## src/rtl/fpmDramPkg.sv

```systemverilog
package fpmDramPkg;

  typedef enum logic [2:0] {
    ST_IDLE,
    ST_ROW,
    ST_COL,
    ST_PAGE_WAIT,
    ST_PRECHARGE,
    ST_REFRESH
  } ctlState_e;

  // Strobes from the control to the datapath, registered onto the pins
  typedef struct packed {
    logic loadReq;   // capture host request fields
    logic rasOn;     // RAS asserted
    logic colSel;    // column address on the pins
    logic casOn;     // column strobes for enabled lanes
    logic refCas;    // all column strobes (refresh)
    logic weOn;      // write enable asserted
    logic oeOn;      // output enable asserted
    logic dqDrive;   // drive the data bus
    logic finish;    // request done: capture read data, pulse response
  } ctlStrobe_t;

  function automatic int nsToCycles(input int ns, input int mhz);
    int c;
    c = (ns * mhz + 999) / 1000;
    return (c < 1) ? 1 : c;
  endfunction

endpackage

```

## src/rtl/fpmCtlFsm.sv

```systemverilog
module fpmCtlFsm
  import fpmDramPkg::*;
#(
  parameter int RP_CYC   = 8,
  parameter int RCD_CYC  = 4,
  parameter int CAS_CYC  = 3,
  parameter int CP_CYC   = 2,
  parameter int CSR_CYC  = 2,
  parameter int RREF_CYC = 13,
  parameter int REF_CYC  = 3120
) (
  input  logic       clk,
  input  logic       rstN,
  input  logic       reqValid,
  input  logic       rowHit,
  input  logic       curWrite,
  output logic       reqReady,
  output ctlStrobe_t strobe
);

  localparam int REFRESH_LEN = CSR_CYC + RREF_CYC;
  localparam int MAX_A = (RP_CYC > RCD_CYC) ? RP_CYC : RCD_CYC;
  localparam int MAX_B = (CAS_CYC > CP_CYC) ? CAS_CYC : CP_CYC;
  localparam int MAX_C = (MAX_A > MAX_B) ? MAX_A : MAX_B;
  localparam int MAXC  = (MAX_C > REFRESH_LEN) ? MAX_C : REFRESH_LEN;
  localparam int CNT_W = $clog2(MAXC + 1);
  localparam int REF_W = $clog2(REF_CYC + 1);

  localparam logic [CNT_W-1:0] LD_RP   = CNT_W'(RP_CYC - 1);
  localparam logic [CNT_W-1:0] LD_RCD  = CNT_W'(RCD_CYC);
  localparam logic [CNT_W-1:0] LD_CAS  = CNT_W'(CAS_CYC);
  localparam logic [CNT_W-1:0] LD_CP   = CNT_W'(CP_CYC - 1);
  localparam logic [CNT_W-1:0] LD_REF  = CNT_W'(REFRESH_LEN - 1);
  localparam logic [CNT_W-1:0] RREF_LIM = CNT_W'(RREF_CYC);
  localparam logic [REF_W-1:0] REF_LD  = REF_W'(REF_CYC - 1);

  ctlState_e        state, nState;
  ctlState_e        pchNext, nPchNext;
  logic [CNT_W-1:0] waitCnt, nCnt;
  logic             rowOpen, nRowOpen;
  logic             refPending;
  logic [REF_W-1:0] refCnt;
  logic             refTake;

  assign reqReady = (state == ST_IDLE) && !refPending;

  // Next-state and timer logic
  always_comb begin
    nState   = state;
    nPchNext = pchNext;
    nRowOpen = rowOpen;
    nCnt     = (waitCnt != '0) ? waitCnt - 1'b1 : '0;
    refTake  = 1'b0;
    case (state)
      ST_IDLE: begin
        if (refPending) begin
          nState   = ST_PRECHARGE;
          nCnt     = LD_RP;
          nPchNext = ST_REFRESH;
          nRowOpen = 1'b0;
        end else if (reqValid) begin
          if (rowOpen && rowHit) begin
            nState = ST_COL;
            nCnt   = LD_CAS;
          end else if (rowOpen) begin
            nState   = ST_PRECHARGE;
            nCnt     = LD_RP;
            nPchNext = ST_ROW;
            nRowOpen = 1'b0;
          end else begin
            nState = ST_ROW;
            nCnt   = LD_RCD;
          end
        end
      end
      ST_ROW: begin
        if (waitCnt == '0) begin
          nState = ST_COL;
          nCnt   = LD_CAS;
        end
      end
      ST_COL: begin
        if (waitCnt == '0) begin
          nState = ST_PAGE_WAIT;
          nCnt   = LD_CP;
        end
      end
      ST_PAGE_WAIT: begin
        if (waitCnt == '0) begin
          nState   = ST_IDLE;
          nRowOpen = 1'b1;
        end
      end
      ST_PRECHARGE: begin
        if (waitCnt == '0) begin
          nState = pchNext;
          if (pchNext == ST_ROW) begin
            nCnt = LD_RCD;
          end else if (pchNext == ST_REFRESH) begin
            nCnt    = LD_REF;
            refTake = 1'b1;
          end else begin
            nCnt = '0;
          end
        end
      end
      ST_REFRESH: begin
        if (waitCnt == '0) begin
          nState   = ST_PRECHARGE;
          nCnt     = LD_RP;
          nPchNext = ST_IDLE;
        end
      end
      default: nState = ST_IDLE;
    endcase
  end

  // Strobe decode per state
  always_comb begin
    strobe = '0;
    case (state)
      ST_IDLE: begin
        strobe.rasOn   = rowOpen;
        strobe.loadReq = reqValid && reqReady;
      end
      ST_ROW: begin
        strobe.rasOn = (waitCnt != LD_RCD);
      end
      ST_COL: begin
        strobe.rasOn   = 1'b1;
        strobe.colSel  = 1'b1;
        strobe.casOn   = (waitCnt != LD_CAS);
        strobe.weOn    = curWrite;
        strobe.oeOn    = !curWrite;
        strobe.dqDrive = curWrite;
      end
      ST_PAGE_WAIT: begin
        strobe.rasOn  = 1'b1;
        strobe.colSel = 1'b1;
        strobe.finish = (waitCnt == LD_CP);
      end
      ST_REFRESH: begin
        strobe.refCas = 1'b1;
        strobe.rasOn  = (waitCnt < RREF_LIM);
      end
      default: strobe = '0;
    endcase
  end

  always_ff @(posedge clk or negedge rstN) begin
    if (!rstN) begin
      state   <= ST_IDLE;
      pchNext <= ST_IDLE;
      waitCnt <= '0;
      rowOpen <= 1'b0;
    end else begin
      state   <= nState;
      pchNext <= nPchNext;
      waitCnt <= nCnt;
      rowOpen <= nRowOpen;
    end
  end

  // Refresh interval timer
  always_ff @(posedge clk or negedge rstN) begin
    if (!rstN) begin
      refCnt     <= REF_LD;
      refPending <= 1'b0;
    end else begin
      if (refCnt == '0) begin
        refCnt     <= REF_LD;
        refPending <= 1'b1;
      end else begin
        refCnt <= refCnt - 1'b1;
        if (refTake) refPending <= 1'b0;
      end
    end
  end

endmodule

```

## src/rtl/fpmDataPath.sv

```systemverilog
module fpmDataPath
  import fpmDramPkg::*;
#(
  parameter int ROW_W  = 8,
  parameter int COL_W  = 8,
  parameter int DATA_W = 16,
  parameter int LANES  = 2,
  parameter int MUX_W  = 8
) (
  input  logic                   clk,
  input  logic                   rstN,
  input  ctlStrobe_t             strobe,
  input  logic                   reqWrite,
  input  logic [ROW_W+COL_W-1:0] reqAddr,
  input  logic [DATA_W-1:0]      reqWdata,
  input  logic [LANES-1:0]       reqBe,
  input  logic [DATA_W-1:0]      dramDqIn,
  output logic                   rowHit,
  output logic                   curWrite,
  output logic                   rspValid,
  output logic [DATA_W-1:0]      rspRdata,
  output logic                   dramRasN,
  output logic [LANES-1:0]       dramCasN,
  output logic                   dramWeN,
  output logic                   dramOeN,
  output logic [MUX_W-1:0]       dramAddr,
  output logic [DATA_W-1:0]      dramDqOut,
  output logic                   dramDqOe
);

  localparam int ADDR_W = ROW_W + COL_W;

  logic [ADDR_W-1:0] curAddr;
  logic [DATA_W-1:0] curWdata;
  logic [LANES-1:0]  curBe;
  logic [MUX_W-1:0]  rowPad, colPad;

  assign rowHit = (reqAddr[ADDR_W-1:COL_W] == curAddr[ADDR_W-1:COL_W]);

  always_comb begin
    rowPad = '0;
    colPad = '0;
    rowPad[ROW_W-1:0] = curAddr[ADDR_W-1:COL_W];
    colPad[COL_W-1:0] = curAddr[COL_W-1:0];
  end

  // Request capture
  always_ff @(posedge clk or negedge rstN) begin
    if (!rstN) begin
      curAddr  <= '0;
      curWdata <= '0;
      curBe    <= '0;
      curWrite <= 1'b0;
    end else if (strobe.loadReq) begin
      curAddr  <= reqAddr;
      curWdata <= reqWdata;
      curBe    <= reqBe;
      curWrite <= reqWrite;
    end
  end

  // Shared pin registers
  always_ff @(posedge clk or negedge rstN) begin
    if (!rstN) begin
      dramRasN  <= 1'b1;
      dramWeN   <= 1'b1;
      dramOeN   <= 1'b1;
      dramAddr  <= '0;
      dramDqOut <= '0;
      dramDqOe  <= 1'b0;
      rspValid  <= 1'b0;
    end else begin
      dramRasN  <= !strobe.rasOn;
      dramWeN   <= !strobe.weOn;
      dramOeN   <= !strobe.oeOn;
      dramAddr  <= strobe.colSel ? colPad : rowPad;
      dramDqOut <= curWdata;
      dramDqOe  <= strobe.dqDrive;
      rspValid  <= strobe.finish;
    end
  end

  // Per-lane column strobes and read capture
  for (genvar g = 0; g < LANES; g++) begin : gLane
    always_ff @(posedge clk or negedge rstN) begin
      if (!rstN) begin
        dramCasN[g]          <= 1'b1;
        rspRdata[g*8 +: 8]   <= '0;
      end else begin
        dramCasN[g] <= !((strobe.casOn && curBe[g]) || strobe.refCas);
        if (strobe.finish && !curWrite)
          rspRdata[g*8 +: 8] <= curBe[g] ? dramDqIn[g*8 +: 8] : 8'h00;
      end
    end
  end

endmodule

```

## src/rtl/fpmDramCtl.sv

```systemverilog
module fpmDramCtl
  import fpmDramPkg::*;
#(
  parameter int CLK_MHZ   = 200,
  parameter int ROW_W     = 8,
  parameter int COL_W     = 8,
  parameter int DATA_W    = 16,
  parameter int T_RP_NS   = 40,
  parameter int T_RCD_NS  = 20,
  parameter int T_CAS_NS  = 12,
  parameter int T_CP_NS   = 10,
  parameter int T_CSR_NS  = 10,
  parameter int T_RREF_NS = 65,
  parameter int REF_NS    = 15600
) (
  input  logic                   clk,
  input  logic                   rstN,
  input  logic                   reqValid,
  output logic                   reqReady,
  input  logic                   reqWrite,
  input  logic [ROW_W+COL_W-1:0] reqAddr,
  input  logic [DATA_W-1:0]      reqWdata,
  input  logic [DATA_W/8-1:0]    reqBe,
  output logic                   rspValid,
  output logic [DATA_W-1:0]      rspRdata,
  output logic                   dramRasN,
  output logic [DATA_W/8-1:0]    dramCasN,
  output logic                   dramWeN,
  output logic                   dramOeN,
  output logic [((ROW_W > COL_W) ? ROW_W : COL_W)-1:0] dramAddr,
  output logic [DATA_W-1:0]      dramDqOut,
  output logic                   dramDqOe,
  input  logic [DATA_W-1:0]      dramDqIn
);

  localparam int LANES    = DATA_W / 8;
  localparam int MUX_W    = (ROW_W > COL_W) ? ROW_W : COL_W;
  localparam int RP_CYC   = nsToCycles(T_RP_NS, CLK_MHZ);
  localparam int RCD_CYC  = nsToCycles(T_RCD_NS, CLK_MHZ);
  localparam int CAS_CYC  = nsToCycles(T_CAS_NS, CLK_MHZ);
  localparam int CP_CYC   = nsToCycles(T_CP_NS, CLK_MHZ);
  localparam int CSR_CYC  = nsToCycles(T_CSR_NS, CLK_MHZ);
  localparam int RREF_CYC = nsToCycles(T_RREF_NS, CLK_MHZ);
  localparam int REF_CYC  = CLK_MHZ * REF_NS / 1000;

  ctlStrobe_t strobe;
  logic       rowHit;
  logic       curWrite;

  fpmCtlFsm #(
    .RP_CYC(RP_CYC), .RCD_CYC(RCD_CYC), .CAS_CYC(CAS_CYC),
    .CP_CYC(CP_CYC), .CSR_CYC(CSR_CYC), .RREF_CYC(RREF_CYC),
    .REF_CYC(REF_CYC)
  ) ctl_i (
    .clk      (clk),
    .rstN     (rstN),
    .reqValid (reqValid),
    .rowHit   (rowHit),
    .curWrite (curWrite),
    .reqReady (reqReady),
    .strobe   (strobe)
  );

  fpmDataPath #(
    .ROW_W(ROW_W), .COL_W(COL_W), .DATA_W(DATA_W),
    .LANES(LANES), .MUX_W(MUX_W)
  ) dp_i (
    .clk       (clk),
    .rstN      (rstN),
    .strobe    (strobe),
    .reqWrite  (reqWrite),
    .reqAddr   (reqAddr),
    .reqWdata  (reqWdata),
    .reqBe     (reqBe),
    .dramDqIn  (dramDqIn),
    .rowHit    (rowHit),
    .curWrite  (curWrite),
    .rspValid  (rspValid),
    .rspRdata  (rspRdata),
    .dramRasN  (dramRasN),
    .dramCasN  (dramCasN),
    .dramWeN   (dramWeN),
    .dramOeN   (dramOeN),
    .dramAddr  (dramAddr),
    .dramDqOut (dramDqOut),
    .dramDqOe  (dramDqOe)
  );

endmodule

```

## config.mk

```make
export PLATFORM = sky130hd
export DESIGN_NAME = fpmDramCtl
export DESIGN_NICKNAME = d
export VERILOG_FILES = /design/src/rtl/fpmDramPkg.sv /design/src/rtl/fpmCtlFsm.sv /design/src/rtl/fpmDataPath.sv /design/src/rtl/fpmDramCtl.sv
export SDC_FILE = /design/constraint.sdc
export NUM_CORES = 1
export LEC_CHECK = 0
export ABC_AREA = 1
export CORE_ASPECT_RATIO = 2
export CORE_MARGIN = 2
export CORE_UTILIZATION = 50
export DETAILED_ROUTE_END_ITERATION = 6
export PLACE_DENSITY = 0.8
export REMOVE_ABC_BUFFERS = 1
export SLEW_MARGIN = 20
export SYNTH_ARGS = -nofsm -noshare
export SYNTH_HDL_FRONTEND = slang
export SYNTH_SLANG_ARGS = --single-unit
```

## constraint.sdc

```tcl
create_clock -name clk -period 2 [get_ports clk]
set_input_delay 0.5 -clock clk [delete_from_list [all_inputs] [get_ports clk]]
set_output_delay 0.5 -clock clk [all_outputs]
set_load 0.01 [all_outputs]
```

==> results.md, run 1 <==
- Outcome: finished, final reports clean
- Commonest non-fill, non-tap cell in the layout: nand2_1
- Total Die Area: a little under 10000 um2
- Row Count: 48
- Routed vias/inst: 5.12
- Max Slew Vio Count: 0
- Final #Nets: 663
- CP endpoint kind: output port
- WL/cell: 14.2 um
- Largest area contributor in the netlist: dfrtp_1
- Sink Count: 105
- Slowest cell on the critical path: clkdlybuf4s50_1
- Max clock buf depth: 2
- Synth top area share: 52.1%
- # IOs: a little over 100
- Worst-margin pin slew: ~430 ps
- Min-delay worst type: input port to asynchronous set/reset pin
- Mapped cell area: 4470 um2
- Layout cell share with drive strength beyond 1: 10.5%
- Commonest cells after routing, fill and taps aside: 136 x nand2_1, 99 x clkdlybuf4s50_1, 93 x dfrtp_1
- RSZ-0062 raised after global routing: no
- Area grow syn2layout: 33.8%
- Total track usage: 22.5%
- Clock slew at reported path FFs: approximately 70 ps
- Post-DRT Antenna Nets: 0
- 1st-iter DRT viols: 232
- Fin crit share: ~95%
- Htree depth: 3
- Largest net degree at the start of global routing: 43
- Total wire length: 10.1 mm
- Sequential area share after synthesis: 59.1%
- Max FO, Critical Path: 1
- Cells after synthesis: 494
- Layout Skew: around 8 ps
- Setup TNS: 0 ps
- Hold-fix buffers, CTS: 0
- GP Congestion: slightly below 0.9
- Top delay family on crit path: buffers and inverters
- Max_cap viols: 0
- Hold Vio Cnt, Final: 0
- PortBufs: 101
- Detailed Routing Iterations Pass 1: 4
- Die Wd: roughly 70 um
- Tmin final: 1900 ps
- Final Worst Setup Slack: 103 ps
- PD cells: 1370 nW/um2
- Initial core utilization: 51.7%
- Critical path depth in cells: 1
- Die height: 138 um
- Vias: 3643
- Crit-path max cell delay: about 540 ps
- Worst path cell trace: clkdlybuf4s50_1
- Initial antenna violation count: 0
- Yosys cell types: 30
- Slew Limit Headroom: 70.9%
- First-pass GRT wire length: 17.0 mm
- Filler Cell Count: 700
- Global route overflow: 0
- Worst Reg-to-Reg Cells: 9
- VDD IR max: around 0.9 mV
- Inserted Clock Buffers: 9
- Synth warn: 0
- Fmax achieved: 527 MHz
- LEAKAGE: 2.85 nW
- Post-DP HPWL: 7.58 mm
- Setup crit start kind: register
- Place WS: -67.5 ps
- Clk Latency, worst-skew pair: 350 ps
- Crit path buf inv count: 1
- CP arrival: 1400 ps
- Final setup fails: 0
- Seq cells post-synth: 105
- Root Buffer: clkbuf_16
- Avg Inst Size Synth: 9.04 um2
- CP Class: register to output port
- CTS tree: built
- Worst EP required: 1500 ps
- Vias in the first global route: 3760
- Core area: 8650 um2
- Top cells by area, synth: dfrtp_1 52%, nand2_1 11%, o21ai_0 8.1%, dfstp_2 7.1%, inv_1 4.9%
- Residual DRC: 0
- Antenna fix cells: 0
[state kept, by name (all words and copies together) (netlist names)]
register and cells:
dp_i.curAddr 16, dp_i.curWdata 16, dp_i.dramDqOut 16, dp_i.rspRdata 16, ctl_i.refCnt 12, dp_i.dramAddr 8
ctl_i.waitCnt 4, ctl_i.state 3, ctl_i.pchNext 2, dp_i.curBe 2, dp_i.dramCasN 2, ctl_i.refPending 1
ctl_i.rowOpen 1, dp_i.curWrite 1, dp_i.dramDqOe 1, dp_i.dramOeN 1, dp_i.dramRasN 1, dp_i.dramWeN 1
dp_i.rspValid 1
[per-layer routing]
layer  vias up  track usage, %  share of wire [%]
li1       1805               -                  -
met1      1708            24.9                 37
met2       101            38.8                 54
met3        29            5.49                4.7
met4         0            12.7                4.2
met5         -               0                  0
[power breakdown]
part | total (mW) | internal, mW | switching, mW | leakage, nW
combinational | 2.93 | 1.37 | 1.57 | 1.50
sequential | 3.38 | 2.93 | 0.447 | 1.20
clock | 1.89 | 1.11 | 0.783 | 0.157
[synthesized netlist by cell type]
library cell / count
nand2_1: 136
nor2_2: 5
buf_4: 2
buf_2: 1
clkbuf_1: 7
nor3_1: 4
ha_1: 2
o21ai_0: 72
inv_4: 1
buf_6: 4
nand2_4: 1
a21oi_1: 8
nor2_4: 2
xor2_1: 2
nor3_4: 1
o21ai_1: 9
nand3_1: 28
xnor2_1: 4
inv_1: 58
inv_2: 6
dfrtp_1: 93
o311ai_0: 1
nor4_1: 3
o31ai_1: 2
nor2_8: 2
or2_2: 1
nor2_1: 18
a31oi_1: 4
dfstp_2: 12
nand4_1: 5
[final timing paths]
path                                           endpoint                          from  slack (ps)
setup / recovery                            dramCasN[0]    dp_i.dramCasN[0]$_DFF_PN1_         100
hold / removal             dp_i.rspRdata[1]$_DFFE_PN0P_                          rstN          80
setup reg to reg           dp_i.rspRdata[8]$_DFFE_PN0P_    ctl_i.state[2]$_DFFE_PN0P_         220
hold reg to reg             dp_i.dramDqOut[7]$_DFF_PN0_  dp_i.curWdata[7]$_DFFE_PN0P_         370
max in group asynchronous    ctl_i.refCnt[11]$_DFF_PN1_                          rstN        1280
min in group clk            dp_i.dramDqOut[7]$_DFF_PN0_  dp_i.curWdata[7]$_DFFE_PN0P_         370
[per-stage QoR]
stage	total power [mW]	instances	utilization, %	hold WS (ps)	cell area [um2]
2_1_floorplan	4.87	480	-	204	4380
3_3_place_gp	6.27	695	65.4	353	5650
3_5_place_dp	6.36	695	65.4	354	5650
4_1_cts	8.27	711	69.1	89.4	5980
5_1_grt	8.78	712	69.1	116	5980
6_report	8.20	712	69.1	84.9	5980
[layout make-up]
class / count / area (um2) / share of cell area, %
flip-flops and latches: 105 / 2640 / 44.2
multi-input cells: 310 / 1490 / 24.9
repair buffers: 116 / 1150 / 19.3
inverters: 65 / 246 / 4.12
clock buffers: 9 / 225 / 3.77
well taps: 100 / 125 / 2.09
clock inverters: 7 / 98.8 / 1.65
[cells by family (layout without fill, tap and decap cells)]
| kind of cell | Yosys count | after routing | synth area share, % |
|---|---|---|---|
| and+or+nand+nor | 206 | 206 | 20.5 |
| DFF | 105 | 105 | 59.1 |
| AOI/OAI and AO/OA | 96 | 96 | 11.1 |
| buffers and inverters | 79 | 197 | 7.56 |
| xor gates and xnor gates | 6 | 6 | 1.18 |
| adders and majority gates | 2 | 2 | 0.560 |
[timing repair]
action | 4_1_cts | 5_1_grt
endpoints found under the setup margin | 1 | 1
pin swaps | 0 | 1
resized for setup | 3 | 1
buffers inserted | 0 | 1
(Power assumes the default switching activity.)
==> inputs of run 2 (changes only) <==
CORE_ASPECT_RATIO = 1.5   (was 2)
==> run 2 against run 1 <==
Compared with the run above: design area fell by 0.42%; wire length fell by 1.2%; non-clock buffer count fell by 1; global-route usage fell by 0.15 points; clock power fell by 5%; power fell by 1.7%; sequential share of layout area rose by 0.19 points; setup slack improved by 5.3 ps; cell count rose by 1.3%; sequential power barely moved; die area fell by 0.31%.
==> results.md, run 2 (synthesis results as in run 1) <==
- Worst path cell trace: clkdlybuf4s50_1
- Largest net degree at the start of global routing: 64
- Fmax achieved: 529 MHz
- Max FO, Critical Path: 1
- Layout Skew: about 7.9 ps
- Min-delay worst type: input port to asynchronous set/reset pin
- Max Slew Vio Count: 0
- Tmin final: 1890 ps
- Die Wd: 81.2 um
- Final Worst Setup Slack: around 110 ps
- Clk Latency, worst-skew pair: 350 ps
- Post-DRT Antenna Nets: 0
- Initial antenna violation count: 0
- Final setup fails: 0
- Multi-input logic area: 1490 um2
- Outcome: finished, final reports clean
- Row Count: 42
- Critical Path Start: dp_i.dramOeN$_DFF_PN1_
- Htree depth: 3
- CTS tree: built
- Total track usage: 22.3%
- Crit path buf inv count: 1
- Commonest cells after routing, fill and taps aside: 136 x nand2_1, 99 x clkdlybuf4s50_1, 93 x dfrtp_1
- Worst-margin pin slew: 332 ps
- LEAKAGE: 2.83 nW
- Setup crit start kind: register
- Total Die Area: 9720 um2
- GP Congestion: 0.890
- CP arrival: 1390 ps
- Worst EP required: 1500 ps
- CP Class: register to output port
- Vias: 3636
- Inserted Clock Buffers: 9
- Reg-to-reg slack, setup: 130 ps
- Commonest non-fill, non-tap cell in the layout: nand2_1
- Max clock buf depth: 2
- VDD IR max: 0.913 mV
- Final #Nets: 662
- Residual DRC: 0
- Post-DP HPWL: 7.21 mm
- PortBufs: slightly above 100
- Slew Limit Headroom: between 70 and 80%
- Area grow syn2layout: 33.3%
- First-pass GRT wire length: 16.6 mm
- # IOs: 102
- Detailed Routing Iterations Pass 1: 4
- Hold Vio Cnt, Final: 0
- Fin crit share: a little over nine tenths
- R2r endpoint: dp_i.rspRdata[14]$_DFFE_PN0P_
- Core area: 8780 um2
- Filler Cell Count: 703
- RSZ-0062 raised after global routing: no
- CP endpoint kind: output port
- Die height: ~120 um
- Total wire length: 10.0 mm
- Antenna fix cells: 0
- Worst Reg-to-Reg Cells: 9
- Global route overflow: 0
- DP Area: 5640 um2
- Routed vias/inst: 5.04
- Place WS: -15.6 ps
- Initial core utilization: 50.9%
- Slowest cell on the critical path: clkdlybuf4s50_1
- Final Cell Area: 5950 um2
- Top delay family on crit path: buffers and inverters
- WL/cell: 13.9 um
- Max_cap viols: 0
- Reg2Reg Launch Point: ctl_i.state[2]$_DFFE_PN0P_
- Vias in the first global route: 3620
- Crit-path max cell delay: 530 ps
- FF/Latch Area: 2640 um2
- Hold-fix buffers, CTS: 0
- Layout cell share with drive strength beyond 1: 9.98%
- Sink Count: 105
- Clock slew at reported path FFs: 60 ps
- PD cells: about 1400 nW/um2
- 1st-iter DRT viols: ~260
- Root Buffer: clkbuf_16
[run 2: cell types whose count changed in the layout (fill, tap and decap cells not counted)]
cell	previous run	this run
clkbuf_1	0	2
clkbuf_8	0	2
inv_6	3	1
buf_12	3	2
bufinv_16	2	1
clkinv_2	1	0
[run 2: how the worst max path moves through the flow]
stage | to | slack (ps) | depth (start not counted)
4_1_cts | reqReady | 7 | 6
2_1_floorplan | dp_i.rspRdata[0]$_DFFE_PN0P_ | 260 | 7
3_3_place_gp | ctl_i.pchNext[0]$_DFFE_PN0P_ | 40 | 7
3_5_place_dp | ctl_i.pchNext[0]$_DFFE_PN0P_ | -20 | 7
6_report | dramOeN | 110 | 1
5_1_grt | dp_i.rspRdata[3]$_DFFE_PN0P_ | 1 | 10
[run 2: metrics by stage]
step	hold WS (ps)	instances	setup TNS (ps)	total power, mW	utilization (%)
after global placement	353	703	0	6.17	64.2
after floorplan	204	480	0	4.87	-
final	51.6	721	0	8.06	67.9
after detailed placement	358	703	-15.6	6.29	64.2
after global routing	64.5	721	0	8.61	67.9
after CTS	52.1	720	0	8.14	67.8
[run 2: where the power goes]
group / switching [mW] / total [mW] / internal (mW)
Combinational: 1.54 / 2.87 / 1.33
Sequential: 0.458 / 3.39 / 2.93
Clock: 0.757 / 1.80 / 1.04
[run 2: area by class of cell]
cell class | count | area share (%)
clock buffer | 13 | 4.37
clock inverter | 3 | 0.777
inverter | 65 | 4.14
multi-input combinational | 310 | 25.0
sequential | 105 | 44.4
tap | 110 | 2.31
timing repair buffer | 115 | 19.0
[run 2: metal layers]
metal / up-vias / global-route usage [%] / wire, um
li1: 1803 / - / -
met1: 1736 / 26.9 / 4110
met2: 88 / 39.2 / 5340
met3: 9 / 3.91 / 390
met4: 0 / 8.26 / 156
met5: - / 0 / 0
[run 2: timing repair]
item / in CTS / in global routing
pin swaps: 1 / 0
gates cloned: 0 / 0
setup endpoints to repair: 1 / 1
gates resized for setup: 3 / 1
buffers inserted: 1 / 1
